$ cat src/rtl/mps_pkg.sv
package mps_pkg;

    // Number of stages in one chain for a given mode code.
    function automatic int unsigned chain_len(input int unsigned stages,
                                              input int unsigned code);
        return stages >> code;
    endfunction

endpackage

$ cat src/rtl/mps_phase_ctr.sv
module mps_phase_ctr #(
    parameter int STAGES = 8,
    parameter int MODES  = 3,
    parameter int CNT_W  = $clog2(STAGES + 1),
    parameter int CODE_W = $clog2(MODES)
) (
    input  logic              clk,
    input  logic              rst_n,
    input  logic              io_clk,
    input  logic [CODE_W-1:0] mode_sel,
    output logic [CNT_W-1:0]  cnt_o,
    output logic [CODE_W-1:0] code_o,
    output logic              run_o
);
    import mps_pkg::*;

    typedef struct packed {
        logic              io;
        logic              run;
        logic [CODE_W-1:0] code;
        logic [CNT_W-1:0]  cnt;
    } ctr_t;

    ctr_t st_d, st_q;

    logic              rise;
    logic              wrap;
    logic [CODE_W-1:0] code_in;
    logic [CNT_W-1:0]  spare_ph;

    always_comb begin
        rise     = io_clk & ~st_q.io;
        spare_ph = CNT_W'(chain_len(STAGES, int'(st_q.code)));
        wrap     = st_q.run && (st_q.cnt == spare_ph);
        code_in  = (int'(mode_sel) < MODES) ? mode_sel : '0;

        st_d    = st_q;
        st_d.io = io_clk;
        if (rise || wrap) begin
            st_d.cnt  = '0;
            st_d.code = code_in;
            st_d.run  = 1'b1;
        end else if (st_q.run) begin
            st_d.cnt = st_q.cnt + CNT_W'(1);
        end
    end

    always_ff @(posedge clk or negedge rst_n) begin
        if (!rst_n) st_q <= '0;
        else        st_q <= st_d;
    end

    assign cnt_o  = st_q.cnt;
    assign code_o = st_q.code;
    assign run_o  = st_q.run;


    realign_chk: assert property (@(posedge clk) disable iff (!rst_n)
        rise |=> (st_q.run && st_q.cnt == '0));


    phase_range_chk: assert property (@(posedge clk) disable iff (!rst_n)
        st_q.cnt <= spare_ph);


    code_hold_chk: assert property (@(posedge clk) disable iff (!rst_n)
        (st_q.run && st_q.cnt != '0) |-> $stable(st_q.code));


    idle_zero_chk: assert property (@(posedge clk) disable iff (!rst_n)
        !st_q.run |-> st_q.cnt == '0);

endmodule

$ cat src/rtl/mps_phase_decode.sv
module mps_phase_decode #(
    parameter int STAGES = 8,
    parameter int CNT_W  = $clog2(STAGES + 1),
    parameter int CODE_W = 2
) (
    input  logic              clk,
    input  logic              rst_n,
    input  logic [CNT_W-1:0]  cnt_i,
    input  logic [CODE_W-1:0] code_i,
    input  logic              run_i,
    output logic [STAGES:0]   strobe_o,
    output logic [STAGES-1:0] stage_o
);
    import mps_pkg::*;

    typedef struct packed {
        logic [STAGES:0]   strobe;
        logic [STAGES-1:0] stage;
    } dec_t;

    dec_t st_d, st_q;

    logic [CNT_W-1:0]  pos_mask;
    logic [STAGES:0]   strobe_hit;
    logic [STAGES-1:0] stage_hit;

    assign pos_mask = CNT_W'(chain_len(STAGES, int'(code_i)) - 1);

    for (genvar p = 0; p <= STAGES; p++) begin : g_phase
        assign strobe_hit[p] = run_i && (cnt_i == CNT_W'(p));
    end

    for (genvar s = 0; s < STAGES; s++) begin : g_stage
        assign stage_hit[s] = run_i && ((CNT_W'(s) & pos_mask) == cnt_i);
    end

    always_comb begin
        st_d        = st_q;
        st_d.strobe = strobe_hit;
        st_d.stage  = stage_hit;
    end

    always_ff @(posedge clk or negedge rst_n) begin
        if (!rst_n) st_q <= '0;
        else        st_q <= st_d;
    end

    assign strobe_o = st_q.strobe;
    assign stage_o  = st_q.stage;


    strobe_onehot_chk: assert property (@(posedge clk) disable iff (!rst_n)
        $onehot0(st_q.strobe));


    quiet_stage_chk: assert property (@(posedge clk) disable iff (!rst_n)
        (st_q.strobe == '0) |-> (st_q.stage == '0));


    spare_full_chk: assert property (@(posedge clk) disable iff (!rst_n)
        st_q.strobe[STAGES] |-> (st_q.stage == '0));

endmodule

$ cat src/rtl/mps_stage_sequencer.sv
module mps_stage_sequencer #(
    parameter int STAGES = 8,
    parameter int MODES  = 3
) (
    input  logic                      clk,
    input  logic                      rst_n,
    input  logic                      io_clk,
    input  logic [$clog2(MODES)-1:0]  mode_sel,
    output logic [STAGES:0]           phase_strobe,
    output logic [STAGES-1:0]         stage_en
);
    localparam int PHASES = STAGES + 1;
    localparam int CNT_W  = $clog2(PHASES);
    localparam int CODE_W = $clog2(MODES);

    logic [CNT_W-1:0]  cnt;
    logic [CODE_W-1:0] code;
    logic              run;

    mps_phase_ctr #(
        .STAGES (STAGES),
        .MODES  (MODES),
        .CNT_W  (CNT_W),
        .CODE_W (CODE_W)
    ) u_ctr (
        .clk      (clk),
        .rst_n    (rst_n),
        .io_clk   (io_clk),
        .mode_sel (mode_sel),
        .cnt_o    (cnt),
        .code_o   (code),
        .run_o    (run)
    );

    mps_phase_decode #(
        .STAGES (STAGES),
        .CNT_W  (CNT_W),
        .CODE_W (CODE_W)
    ) u_dec (
        .clk      (clk),
        .rst_n    (rst_n),
        .cnt_i    (cnt),
        .code_i   (code),
        .run_i    (run),
        .strobe_o (phase_strobe),
        .stage_o  (stage_en)
    );


    stage0_phase0_chk: assert property (@(posedge clk) disable iff (!rst_n)
        stage_en[0] == phase_strobe[0]);


    strobe_follows_chk: assert property (@(posedge clk) disable iff (!rst_n)
        (run && phase_strobe == '0) |=> (phase_strobe != '0));

endmodule

$ cat config.mk
export PLATFORM = sky130hd
export DESIGN_NAME = mps_stage_sequencer
export DESIGN_NICKNAME = d
export VERILOG_FILES = /design/src/rtl/mps_pkg.sv /design/src/rtl/mps_phase_ctr.sv /design/src/rtl/mps_phase_decode.sv /design/src/rtl/mps_stage_sequencer.sv
export SDC_FILE = /design/constraint.sdc
export NUM_CORES = 1
export LEC_CHECK = 0
export ABC_CLOCK_PERIOD_IN_PS = 3850
export BUFFER_PORTS_ARGS = -buffer_cell sky130_fd_sc_hd__clkbuf_2
export CAP_MARGIN = 5
export CORE_AREA = 5 5 67 69
export DETAILED_ROUTE_END_ITERATION = 8
export DIE_AREA = 0 0 72 74
export GPL_ROUTABILITY_DRIVEN = 0
export SYNTH_ARGS = -nofsm -noshare
export SYNTH_HDL_FRONTEND = slang
export SYNTH_SLANG_ARGS = --single-unit
$ cat constraint.sdc
create_clock -name clk -period 3.85 [get_ports clk]
set_clock_uncertainty 0.05 [all_clocks]
set_input_delay 0.5775 -clock clk [delete_from_list [all_inputs] [get_ports clk]]
set_output_delay 0.5775 -clock clk [all_outputs]
set_load 0.02 [all_outputs]
# [Word-level counts from Yosys, hierarchy flattened]
# Cells that the tools add are included.
[op_classes] add_sub_neg=2 order_cmp=1 n_eq_ne=16 n_shift=1 n_mux=3 bitwise_logic=2 reduce_logical=20
[ops] cell="logical AND 1 bit" count=17
[ops] cell="equality test 3 x 4 -> 1 bit" count=4
[ops] cell="equality test 4 x 3 -> 1 bit, second input constant" count=4
[ops] cell="equality test 2 x 4 -> 1 bit" count=2
[ops] cell="equality test 4 x 2 -> 1 bit, second input constant" count=2
[ops] cell="two-way mux 4 bit" count=2
[ops] cell="adder 4 x 1 -> 4 bit, second input constant" count=1
[ops] cell="equality test 1 x 4 -> 1 bit" count=1
[ops] cell="equality test 4 x 1 -> 1 bit, second input constant" count=1
[ops] cell="equality test 4 bit" count=1
[ops] cell="equality test 4 bit, second input constant" count=1
[ops] cell="zero test 4 bit" count=1
[ops] cell=">> shifter 4 x 2 -> 4 bit, first input constant" count=1
[ops] cell="subtractor 3 x 1 -> 3 bit, second input constant" count=1
[ops] cell="less-than comparator 2 bit, second input constant" count=1
[ops] cell="two-way mux 2 bit" count=1
[ops] cell="nonzero test 2 bit" count=1
[ops] cell="AND 1 bit" count=1
[ops] cell="logical OR 1 bit" count=1
[ops] cell="NOT 1 bit" count=1
[totals] register_bits=25 input_bits=5 out_inout_bits=17 word_cells=51

# [Depth between registers and ports, before layout]
[depth] depth_word=5 depth_mapped=5 ltp_nobuf=4

# [By module]
# A second synthesis with hierarchy kept.
[unflattened] cells_unflattened=102 hier_area_um2=1148.6
[modules_own_cells] mod="mps_phase_decode" n_inst=1 cells_per_inst=53 area_each_um2=624.3 seq_area_each_um2=400.4
[modules_own_cells] mod="mps_phase_ctr" n_inst=1 cells_per_inst=49 area_each_um2=524.3 seq_area_each_um2=200.2

# [Worst setup path after synthesis]
# OpenSTA, ideal clock, no wires.
[synth_timing] kind="flip-flop to flip-flop" from="register u_ctr.st_q (netlist bit u_ctr.cnt_o[0])" to="register u_ctr.st_q (netlist bit u_ctr.code_o[0])" setup_ns=0.125 arrival_time_ns=1.745 required_time_ns=3.675 slack_ns=1.930 path_stages_with_launch=6 path_buffers=1 synth_period_minus_slack_ns=1.920 path_cell_list="dfrtp_1 > clkbuf_4 > or4b_4 > o22a_4 > a2bb2oi_4 > mux2_4"
[synth_between] elab_chain_len=3
[synth_lines] element="start, declared" line="mps_phase_ctr.sv:24" source="ctr_t st_d, st_q;"
[synth_lines] element="start signal, assigned" line="mps_phase_ctr.sv:50" source="else st_q <= st_d;"
[synth_lines] element="equality test 4 bit" line="mps_phase_ctr.sv:34" source="wrap = st_q.run && (st_q.cnt == spare_ph);"
[synth_lines] element="logical AND 1 bit" line="mps_phase_ctr.sv:34"
[synth_lines] element="logical OR 1 bit" line="mps_phase_ctr.sv:39" source="if (rise || wrap) begin"
# No other way between the ends.
# A chain may end at the register's enable or synchronous reset.

# [Final worst setup path]
[layout_timing] from="register u_ctr.st_q (netlist bit u_ctr.cnt_o[2])" to="register u_ctr.st_q (netlist bit u_ctr.code_o[0])"
# The elaborated chain is that of the path after synthesis.

==> results.py <==
metrics = {
    "cells_and_area": {
        "fill_cells": 407,
        "syn2layout_area_growth_pct": 14.4,
        "final_core_util_pct": 34.5,
        "multi_input_area_um2": 499,
        "drive_gt1_share_pct": 26.4,
        "final-seq-area_um2": 601,
        "nets": 136,
        "diodes": 0,
    },
    "synth": {
        "syn_avg_cell_area_um2": 10.9,
        "synth-main-ff-cell": "dfrtp_1",
        "netlist.area_leader.share_pct": 51.6,
        "synth_seq_area_share_pct": 51.6,
        "syn_nets": 116,
        "yosys.area.top_type": "dfrtp_1",
        "ys_types": 36,
        "yosys_warnings": 0,
        "yosys_register_bits": 24,
        "synthArstFlopShare_pct": 100,
        "synth_common_cells": "24 x dfrtp_1, 14 x nor2_1, 9 x nand2_1",
        "synth_area_um2": 1160,
        "netlist_instances": 107,
        "yosysMostFrequentCell": "dfrtp_1",
        "synth_edf_count": 0,
        "synth_area_leaders": "dfrtp_1 52%, nor2_1 4.5%, ha_1 4.3%",
    },
    "sta": {
        "max_freq_ghz": 0.489,
        "finalSetupTns_ns": 0,
        "worst_slew_pin_slew_ns": 0.572,
        "hold_viol": 0,
        "rsz0062_at_grt": "false",
        "setup_viol_count_final": 0,
        "holdWs_ns": 0.250,
        "relSlewSlack_pct": 61.9,
        "min_period_ns": 2.04,
        "period_share_pct": 53.1,
        "slew_viol_final": 0,
    },
    "worst_setup_path": {
        "r2r_cells": 4,
        "r2r_start": "u_ctr.cnt_o[2]$_DFFE_PN0P_",
        "cp_max_fo": 16,
        "critPathKind": "reg2reg",
        "cp.arrival_ns": 2.14,
        "reg2reg_to": "u_ctr.code_o[0]$_DFFE_PN0P_",
        "r2r_slack_ns": 1.81,
        "crit_required_ns": 3.94,
        "worstSetupEndpointType": "flip-flop",
        "start_kind": "flip-flop",
    },
    "pwr": {
        "p_leak_nw": 0.678,
        "p_clk_share_pct": 13.1,
        "sequentialPowerShare_pct": 39.9,
        "internal_power_uw": 612,
        "combPwrFrac_pct": 47.0,
        "swShare_pct": 41.8,
        "ir_drop_uv": 340,
        "power_density_nw_per_um2": 790,
        "power_switching_uw": 440,
    },
    "floorplan": {
        "dieArea_um2": 5330,
        "ioPinCount": 22,
        "core.rowCount": 23,
        "start_util_pct": 30.2,
        "core_um2": 3860,
        "chipWidth_um": 72,
        "die_y_um": 74,
    },
    "status": {
        "status": "complete, no violations",
    },
    "routing": {
        "top_layer": "met4",
        "via_per_inst": 4.53,
        "wl_per_cell_um": 11.6,
        "drc": 0,
        "routed_wl_mm": 2.02,
        "wl_met1_um": 956,
        "vias": 792,
        "wl_met2_um": 908,
        "drtPass1Iterations": 4,
        "route.met3.wl_um": 132,
        "ant_nets": 0,
        "drtIter0Drc": 30,
    },
    "hold_path": {
        "hold_path_class": "in2async",
    },
    "global_routing": {
        "grt_pass1_vias": 756,
        "grt_max_degree": 25,
        "grt_pass1_wl_mm": 3.42,
        "antenna_found_initial": 0,
        "grt_usage_pct": 8.07,
        "overflow": 0,
    },
    "cts": {
        "cts_hold_buffers": 0,
        "postCtsResizedCells": 0,
        "h-tree-depth": 1,
        "root_buffer": "clkbuf_8",
        "postCtsSetupBuffers": 0,
        "clockBufferDepth": 2,
        "tritoncts": "yes",
        "clock_sink_count": 24,
        "path_clk_slew_ns": 0.07,
        "clkLatencyLatePin_ns": 0.26,
        "numCtsBuffers": 3,
    },
    "run": {
        "cap_violations": 0,
    },
    "placed_design": {
        "port_buffers": 21,
        "hpwlAfterDp_mm": 1.57,
    },
}
-- sequential cells by signal (all words and copies together) (netlist names) --
signal / count
u_dec.stage_o: 8
u_dec.strobe_o: 8
u_ctr.cnt_o: 4
u_ctr.code_o: 2
u_ctr.run_o: 1
u_ctr.st_q: 1
-- cell families (layout without fill, tap and decap cells) --
| group | Yosys count | after routing | share of synthesized area [%] |
|---|---|---|---|
| AND/OR/NAND/NOR | 48 | 48 | 22.3 |
| buffers and inverters | 12 | 30 | 5.48 |
| adder cells (fa/ha/maj) | 4 | 4 | 4.30 |
| multiplexers | 2 | 2 | 2.47 |
| XOR/XNOR | 6 | 6 | 4.52 |
| flip-flops | 24 | 24 | 51.6 |
| AO/OA/AOI/OAI | 11 | 11 | 9.36 |
-- placed cells by master (no fill, tap or decap), drive strengths merged, types with 2 or more instances in the layout --
master,instances
and2,2
and2b,2
and3,5
clkbuf,24
dfrtp,24
ha,4
inv,6
nand2,9
nand2b,2
nand3,4
nor2,14
nor3,3
or3b,2
xnor2,2
xor2,4
-- through the flow --
stage / total power, mW / cell area, um2 / instances / setup slack (ns)
floorplan: 0.818 / 1160 / 107 / 1.93
global placement: 0.914 / 1290 / 172 / 1.88
detailed placement: 0.922 / 1290 / 172 / 1.82
CTS: 1.06 / 1330 / 175 / 1.81
global route: 1.14 / 1330 / 175 / 1.74
finish: 1.05 / 1330 / 175 / 1.81
-- power groups by stage --
| stage | Clock (mW) | Sequential, mW | Combinational (mW) |
|---|---|---|---|
| 3_3_place_gp | 0 | 0.419 | 0.494 |
| 5_1_grt | 0.155 | 0.434 | 0.547 |
| 2_1_floorplan | 0 | 0.436 | 0.382 |
| 4_1_cts | 0.145 | 0.418 | 0.500 |
| 6_report | 0.138 | 0.420 | 0.494 |
| 3_5_place_dp | 0 | 0.424 | 0.498 |
-- worst max path at each step --
stage	cells after the start	from	to	slack (ns)
floorplan	5	u_ctr.cnt_o[0]$_DFFE_PN0P_	u_ctr.code_o[0]$_DFFE_PN0P_	1.93
global placement	4	u_ctr.cnt_o[2]$_DFFE_PN0P_	u_ctr.code_o[0]$_DFFE_PN0P_	1.88
detailed placement	4	u_ctr.cnt_o[2]$_DFFE_PN0P_	u_ctr.code_o[0]$_DFFE_PN0P_	1.82
CTS	4	u_ctr.cnt_o[2]$_DFFE_PN0P_	u_ctr.code_o[0]$_DFFE_PN0P_	1.81
global route	4	u_ctr.cnt_o[2]$_DFFE_PN0P_	u_ctr.code_o[0]$_DFFE_PN0P_	1.74
finish	4	u_ctr.cnt_o[2]$_DFFE_PN0P_	u_ctr.code_o[0]$_DFFE_PN0P_	1.81
-- final cells by class --
class / instances / area share (%)
Clock buffer: 3 / 3.10
Multi-Input combinational cell: 71 / 37.5
Tap cell: 50 / 4.70
Sequential cell: 24 / 45.1
Inverter: 6 / 1.69
Timing Repair Buffer: 21 / 7.89
-- layer usage --
layer  GRT usage, %  vias to the layer above
met4           3.13                        0
li1               -                      398
met1           10.6                      370
met2           12.9                       19
met5              0                        -
met3           2.03                        5
-- worst max-delay path, stage by stage, from the launching register on --
cell and delay (ns):
dfrtp_1 0.55, or3b_2 0.59, o22a_4 0.24, a2bb2oi_4 0.19, mux2_4 0.31
No activity file was read; power rests on OpenSTA's default activity.
